`config.mk`:
```
export PLATFORM = sky130hd
export DESIGN_NAME = uart_host_ctrl
export DESIGN_NICKNAME = d
export VERILOG_FILES = /design/src/rtl/uhc_pkg.sv /design/src/rtl/uhc_cfg_rom.sv /design/src/rtl/uhc_resp_map.sv /design/src/rtl/uhc_bus_cycle.sv /design/src/rtl/uart_host_ctrl.sv
export SDC_FILE = /design/constraint.sdc
export NUM_CORES = 1
export LEC_CHECK = 0
export CORE_MARGIN = 4
export CORE_UTILIZATION = 48
export DETAILED_ROUTE_END_ITERATION = 10
export PLACE_DENSITY = 0.67
export SLEW_MARGIN = 20
export SYNTH_ARGS = -nofsm -noshare
export SYNTH_HDL_FRONTEND = slang
export SYNTH_SLANG_ARGS = --single-unit
```
`constraint.sdc`:
```
create_clock -name clk_i -period 2.1 [get_ports clk_i]
set_input_delay 0.42 -clock clk_i [delete_from_list [all_inputs] [get_ports clk_i]]
set_output_delay 0.42 -clock clk_i [all_outputs]
set_load 0.03 [all_outputs]
```
`src/rtl/uhc_pkg.sv`:
```
package uhc_pkg;
  localparam int unsigned AW = 3;
  localparam int unsigned DW = 8;

  localparam logic [AW-1:0] OFS_DATA = 3'd0;
  localparam logic [AW-1:0] OFS_DLM  = 3'd1;
  localparam logic [AW-1:0] OFS_LCR  = 3'd3;
  localparam logic [AW-1:0] OFS_MCR  = 3'd4;
  localparam logic [AW-1:0] OFS_LSR  = 3'd5;

  localparam int unsigned LSR_DR_BIT   = 0;
  localparam int unsigned LSR_THRE_BIT = 5;

  localparam logic [DW-1:0] MCR_PRESCALE = 8'h80;
  localparam logic [DW-1:0] LCR_LATCH    = 8'h80;
  localparam logic [DW-1:0] LCR_8N1      = 8'h03;

  localparam int unsigned CFG_LEN = 5;
  localparam int unsigned IW      = $clog2(CFG_LEN);

  typedef struct packed {
    logic [AW-1:0] addr;
    logic [DW-1:0] data;
  } cfg_wr_t;

  typedef enum logic [2:0] {
    ST_CFG,
    ST_POLL_RX,
    ST_GET_RX,
    ST_POLL_TX,
    ST_PUT_TX
  } ctrl_st_e;

  typedef enum logic [1:0] {
    BC_IDLE,
    BC_SETUP,
    BC_STRB,
    BC_HOLD
  } bus_st_e;
endpackage

```
`src/rtl/uhc_cfg_rom.sv`:
```
module uhc_cfg_rom
  import uhc_pkg::*;
#(
  parameter logic [15:0] DIVISOR = 16'h0002
) (
  input  logic [IW-1:0] idx_i,
  output cfg_wr_t       entry_o
);
  always_comb begin
    unique case (idx_i)
      IW'(0):  entry_o = '{addr: OFS_MCR,  data: MCR_PRESCALE};
      IW'(1):  entry_o = '{addr: OFS_LCR,  data: LCR_LATCH};
      IW'(2):  entry_o = '{addr: OFS_DLM,  data: DIVISOR[15:8]};
      IW'(3):  entry_o = '{addr: OFS_DATA, data: DIVISOR[7:0]};
      default: entry_o = '{addr: OFS_LCR,  data: LCR_8N1};
    endcase
  end
endmodule

```
`src/rtl/uhc_resp_map.sv`:
```
module uhc_resp_map
  import uhc_pkg::*;
(
  input  logic [DW-1:0] byte_i,
  output logic [DW-1:0] byte_o
);
  logic is_upper, is_lower;

  assign is_upper = (byte_i >= 8'h41) && (byte_i <= 8'h5A);
  assign is_lower = (byte_i >= 8'h61) && (byte_i <= 8'h7A);
  assign byte_o   = (is_upper || is_lower) ? (byte_i ^ 8'h20) : byte_i;
endmodule

```
`src/rtl/uhc_bus_cycle.sv`:
```
module uhc_bus_cycle
  import uhc_pkg::*;
#(
  parameter int unsigned STROBE_CYC = 2
) (
  input  logic          clk_i,
  input  logic          rst_ni,
  input  logic          start_i,
  input  logic          we_i,
  input  logic [AW-1:0] addr_i,
  input  logic [DW-1:0] wdata_i,
  output logic          idle_o,
  output logic          done_o,
  output logic [DW-1:0] rdata_o,
  input  logic [DW-1:0] rdata_i,
  output logic [AW-1:0] addr_o,
  output logic [DW-1:0] wdata_o,
  output logic          cs_o,
  output logic          rd_o,
  output logic          wr_o
);
  localparam int unsigned CW = $clog2(STROBE_CYC + 1);

  bus_st_e       st_q;
  logic [CW-1:0] cnt_q;
  logic          we_q;
  logic [AW-1:0] addr_q;
  logic [DW-1:0] wdata_q;
  logic [DW-1:0] rdata_q;

  always_ff @(posedge clk_i or negedge rst_ni) begin
    if (!rst_ni) begin
      st_q    <= BC_IDLE;
      cnt_q   <= '0;
      we_q    <= 1'b0;
      addr_q  <= '0;
      wdata_q <= '0;
      rdata_q <= '0;
    end else begin
      unique case (st_q)
        BC_IDLE: if (start_i) begin
          we_q    <= we_i;
          addr_q  <= addr_i;
          wdata_q <= wdata_i;
          st_q    <= BC_SETUP;
        end
        BC_SETUP: begin
          cnt_q <= '0;
          st_q  <= BC_STRB;
        end
        BC_STRB: begin
          if (cnt_q == CW'(STROBE_CYC - 1)) begin
            if (!we_q) rdata_q <= rdata_i;
            st_q <= BC_HOLD;
          end else begin
            cnt_q <= cnt_q + 1'b1;
          end
        end
        default: st_q <= BC_IDLE;
      endcase
    end
  end

  assign idle_o  = (st_q == BC_IDLE);
  assign done_o  = (st_q == BC_HOLD);
  assign rdata_o = rdata_q;
  assign addr_o  = addr_q;
  assign wdata_o = wdata_q;
  assign cs_o    = (st_q == BC_STRB);
  assign rd_o    = cs_o && !we_q;
  assign wr_o    = cs_o && we_q;
endmodule

```
`src/rtl/uart_host_ctrl.sv`:
```
module uart_host_ctrl
  import uhc_pkg::*;
#(
  parameter int unsigned STROBE_CYC = 2,
  parameter logic [15:0] DIVISOR    = 16'h0002
) (
  input  logic       clk_i,
  input  logic       rst_ni,
  output logic [2:0] addr_o,
  output logic [7:0] wdata_o,
  input  logic [7:0] rdata_i,
  output logic       cs_o,
  output logic       rd_o,
  output logic       wr_o
);
  ctrl_st_e      st_q;
  logic [IW-1:0] idx_q;
  logic [DW-1:0] rx_q;
  cfg_wr_t       cfg_entry;
  logic [DW-1:0] resp_byte;
  logic          bus_we;
  logic [AW-1:0] bus_addr;
  logic [DW-1:0] bus_wdata;
  logic          bus_idle, bus_done;
  logic [DW-1:0] bus_rdata;

  uhc_cfg_rom #(.DIVISOR(DIVISOR)) u_cfg (
    .idx_i   (idx_q),
    .entry_o (cfg_entry)
  );

  uhc_resp_map u_map (
    .byte_i (rx_q),
    .byte_o (resp_byte)
  );

  always_comb begin
    bus_we    = 1'b0;
    bus_addr  = OFS_LSR;
    bus_wdata = '0;
    unique case (st_q)
      ST_CFG: begin
        bus_we    = 1'b1;
        bus_addr  = cfg_entry.addr;
        bus_wdata = cfg_entry.data;
      end
      ST_GET_RX: bus_addr = OFS_DATA;
      ST_PUT_TX: begin
        bus_we    = 1'b1;
        bus_addr  = OFS_DATA;
        bus_wdata = resp_byte;
      end
      default: ;
    endcase
  end

  uhc_bus_cycle #(.STROBE_CYC(STROBE_CYC)) u_bus (
    .clk_i   (clk_i),
    .rst_ni  (rst_ni),
    .start_i (bus_idle),
    .we_i    (bus_we),
    .addr_i  (bus_addr),
    .wdata_i (bus_wdata),
    .idle_o  (bus_idle),
    .done_o  (bus_done),
    .rdata_o (bus_rdata),
    .rdata_i (rdata_i),
    .addr_o  (addr_o),
    .wdata_o (wdata_o),
    .cs_o    (cs_o),
    .rd_o    (rd_o),
    .wr_o    (wr_o)
  );

  // state advances in the hold cycle, so the next access starts right after
  always_ff @(posedge clk_i or negedge rst_ni) begin
    if (!rst_ni) begin
      st_q  <= ST_CFG;
      idx_q <= '0;
      rx_q  <= '0;
    end else if (bus_done) begin
      unique case (st_q)
        ST_CFG: begin
          if (idx_q == IW'(CFG_LEN - 1)) st_q <= ST_POLL_RX;
          else idx_q <= idx_q + 1'b1;
        end
        ST_POLL_RX: if (bus_rdata[LSR_DR_BIT]) st_q <= ST_GET_RX;
        ST_GET_RX: begin
          rx_q <= bus_rdata;
          st_q <= ST_POLL_TX;
        end
        ST_POLL_TX: if (bus_rdata[LSR_THRE_BIT]) st_q <= ST_PUT_TX;
        default: st_q <= ST_POLL_RX;
      endcase
    end
  end
endmodule

```
==> metrics <==
status completed; maxcap violations 0; placed cell count approximately 230; CP Cell Sequence inv_1 -> ha_1 -> inv_1 -> nor2_1 -> dlygate4sd2_1; WL/cell 13.9 um; Fmax roughly 520 MHz; CP most frequent cell inv_1; final net count 210; root buf cell clkbuf_8; vias in the first global route about 1.2k; leakage 0.991 nW; area post-placement between 2000 and 2500 sq um; fin area approximately 2200 sq um; Reg2Reg Depth 4; Worst-Margin Slew 0.470 ns; Congestion Overflow GR 0; CP arrival 1.49 ns; final worst path period need about 1.9 ns; clk_lat worst skew 0.28 ns; drt initial violations 42; peak fanout along the critical path 4; hold buffer count at cts 0; Power Total approximately 1.8 mW; synthesized instance count 160; worst r2r src u_bus.st_q[0]$_DFFE_PN0P_; number of vias per cell ~5.2; Reg clk slew, reported paths around 0.070 ns; maximum vdd drop 0.537 mV; Crit-path slowest cell dfrtp_1; cts repair resizes 2; initial antenna violation count 0; Synth top area share 53.1%; Synth top cells by count dfrtp_1 (38), inv_1 (19), mux2_2 (17); Final ANT Viol Nets 0; H-tree Lvls 2; die width about 70 um; Max clock buf depth 2; CP Data Required Time 1.68 ns; layout cell share with drive strength beyond 1 18.4%; largest net degree at the start of global routing 39; Netlist cell types 33; core area around 3500 sq um; final WL ~3.3 mm; Layout area overhead 23.1%; slowest stage delay, CP around 0.42 ns; DIE AREA ~4800 sq um; CTS tree yes; EDFF count, synth 0; hold endpoint rx_q[6]$_DFFE_PN0P_; Cell Area, Synth between 1500 and 2000 sq um; 1st-pass router iterations 4; Startpoint Class flip-flop; Fin Setup TNS 0 ns; Synth async-reset ratio 100%; Final Slew Violations 0; Setup CP Type reg -> out; post-synthesis sequential area ratio 53.1%; RSZ-0062 raised after global routing false; number of synthesized register bits 38; GRT Overall Usage between 10 and 15%; R2R Setup Slk roughly 0.25 ns; leading area contributor after synthesis dfrtp_1; Hold Path Depth 1; count of clock tree sinks 38; routability cong. roughly 0.84; final worst-path cycle share 90.9%; top post-synthesis cells by area dfrtp_1 (53%), mux2_2 (11%), ha_1 (7.0%); Syn. warnings 0; top-count cell post-synth dfrtp_1; # IOs 24; relative slew slack 68.7%; die height between 60 and 70 um; syn avg cell area 11.2 sq um; post-detail-place hpwl between 2 and 2.5 mm; post-CTS setup buffers 0; Initial Util 51.6%; total number of vias 1235; number of diodes 0; hold_sp u_bus.rdata_o[6]$_DFFE_PN0P_; FF-to-FF End rx_q[1]$_DFFE_PN0P_; Worst Hold Class reg -> reg; first-pass GRT wire length around 5.6 mm; Hold Vio Cnt, Final 0; Post-Syn Nets 180; FP Rows 21; clk_skew about 0.0030 ns; crit end category output pin; CTS buffer count 5; top_reg_cell synth dfrtp_1; Non-Filler Instances about 240; PwrDens approximately 820 nW/um^2; Port Buffers 23; # setup viols final 0; Remaining DRCs 0
[registers in the layout, summed over array words and instances, names as in the netlist]
| signal | flops |
|---|---|
| u_bus.we_q | 1 |
| idx_q | 3 |
| u_bus.cnt_q | 2 |
| st_q | 3 |
| u_bus.wdata_o | 8 |
| rx_q | 8 |
| u_bus.addr_o | 3 |
| u_bus.st_q | 2 |
| u_bus.rdata_o | 8 |
[per-stage QoR]
step                      setup slack [ns]  hold slack [ns]  utilization (%)
after floorplan                     0.0161            0.124                -
after global placement               0.243            0.484             60.4
after detailed placement             0.208            0.493             60.4
after CTS                            0.176            0.509             63.5
after global routing                 0.123            0.531             63.5
final                                0.191            0.506             63.5
[worst max-delay path, delay by kind of cell, from the launching register on]
kind,cells,cell delay (ns)
buffers and inverters,3,0.54
DFF,1,0.42
adders and majority gates,1,0.16
and+or+nand+nor,1,0.09
[where the power goes]
part           internal, mW  total [mW]  switching [mW]
Sequential            0.813       0.888          0.0754
Clock                 0.380       0.612           0.232
Combinational         0.160       0.304           0.144
Total                  1.35        1.80           0.452
[layer usage]
layer	up-vias	global-route usage [%]	routed length, um
met2	25	22.7	1550
met5	-	0	0
met4	0	5.21	55
li1	608	-	-
met1	596	19.0	1520
met3	6	4.51	140
[cell families (layout without fill, tap and decap cells)]
| group | after synthesis | in the layout | share of synthesized area (%) |
|---|---|---|---|
| buf+inv | 25 | 55 | 5.38 |
| flops | 38 | 38 | 53.1 |
| fa+ha+maj | 10 | 10 | 6.99 |
| compound gates | 34 | 34 | 11.9 |
| xor+xnor | 2 | 2 | 0.979 |
| mux | 20 | 20 | 12.4 |
| simple gates | 31 | 31 | 9.23 |
[cell usage in the layout (no fill, tap or decap), types with 2 or more instances in the layout]
master / n
ha_1: 10
mux2i_1: 3
o32ai_1: 2
a41oi_1: 2
clkbuf_8: 6
inv_1: 19
dlygate4sd2_1: 2
o31ai_1: 2
nand2_1: 13
buf_4: 6
o22ai_1: 4
a21oi_1: 6
clkdlybuf4s50_1: 20
o21ai_0: 11
dfrtp_1: 38
a31oi_1: 2
or3_1: 2
mux2_2: 17
nor2_1: 7
[final cells by class]
cell class	instances	area, sq um
Sequential cell	38	951
Timing Repair Buffer	28	263
Inverter	20	75.1
Fill cell	287	1260
Tap cell	46	57.6
Multi-Input combinational cell	97	744
Clock inverter	1	30.0
Clock buffer	6	82.6
[worst max-delay path by stage]
stage,cells after the start,to,start
after floorplan,6,u_bus.rdata_o[0]$_DFFE_PN0P_,u_bus.st_q[0]$_DFFE_PN0P_
after global placement,5,wr_o,u_bus.st_q[0]$_DFFE_PN0P_
after detailed placement,5,wr_o,u_bus.st_q[0]$_DFFE_PN0P_
after CTS,5,wr_o,u_bus.st_q[0]$_DFFE_PN0P_
after global routing,5,wr_o,u_bus.st_q[0]$_DFFE_PN0P_
final,5,wr_o,u_bus.st_q[0]$_DFFE_PN0P_
(Power assumes the default switching activity.)
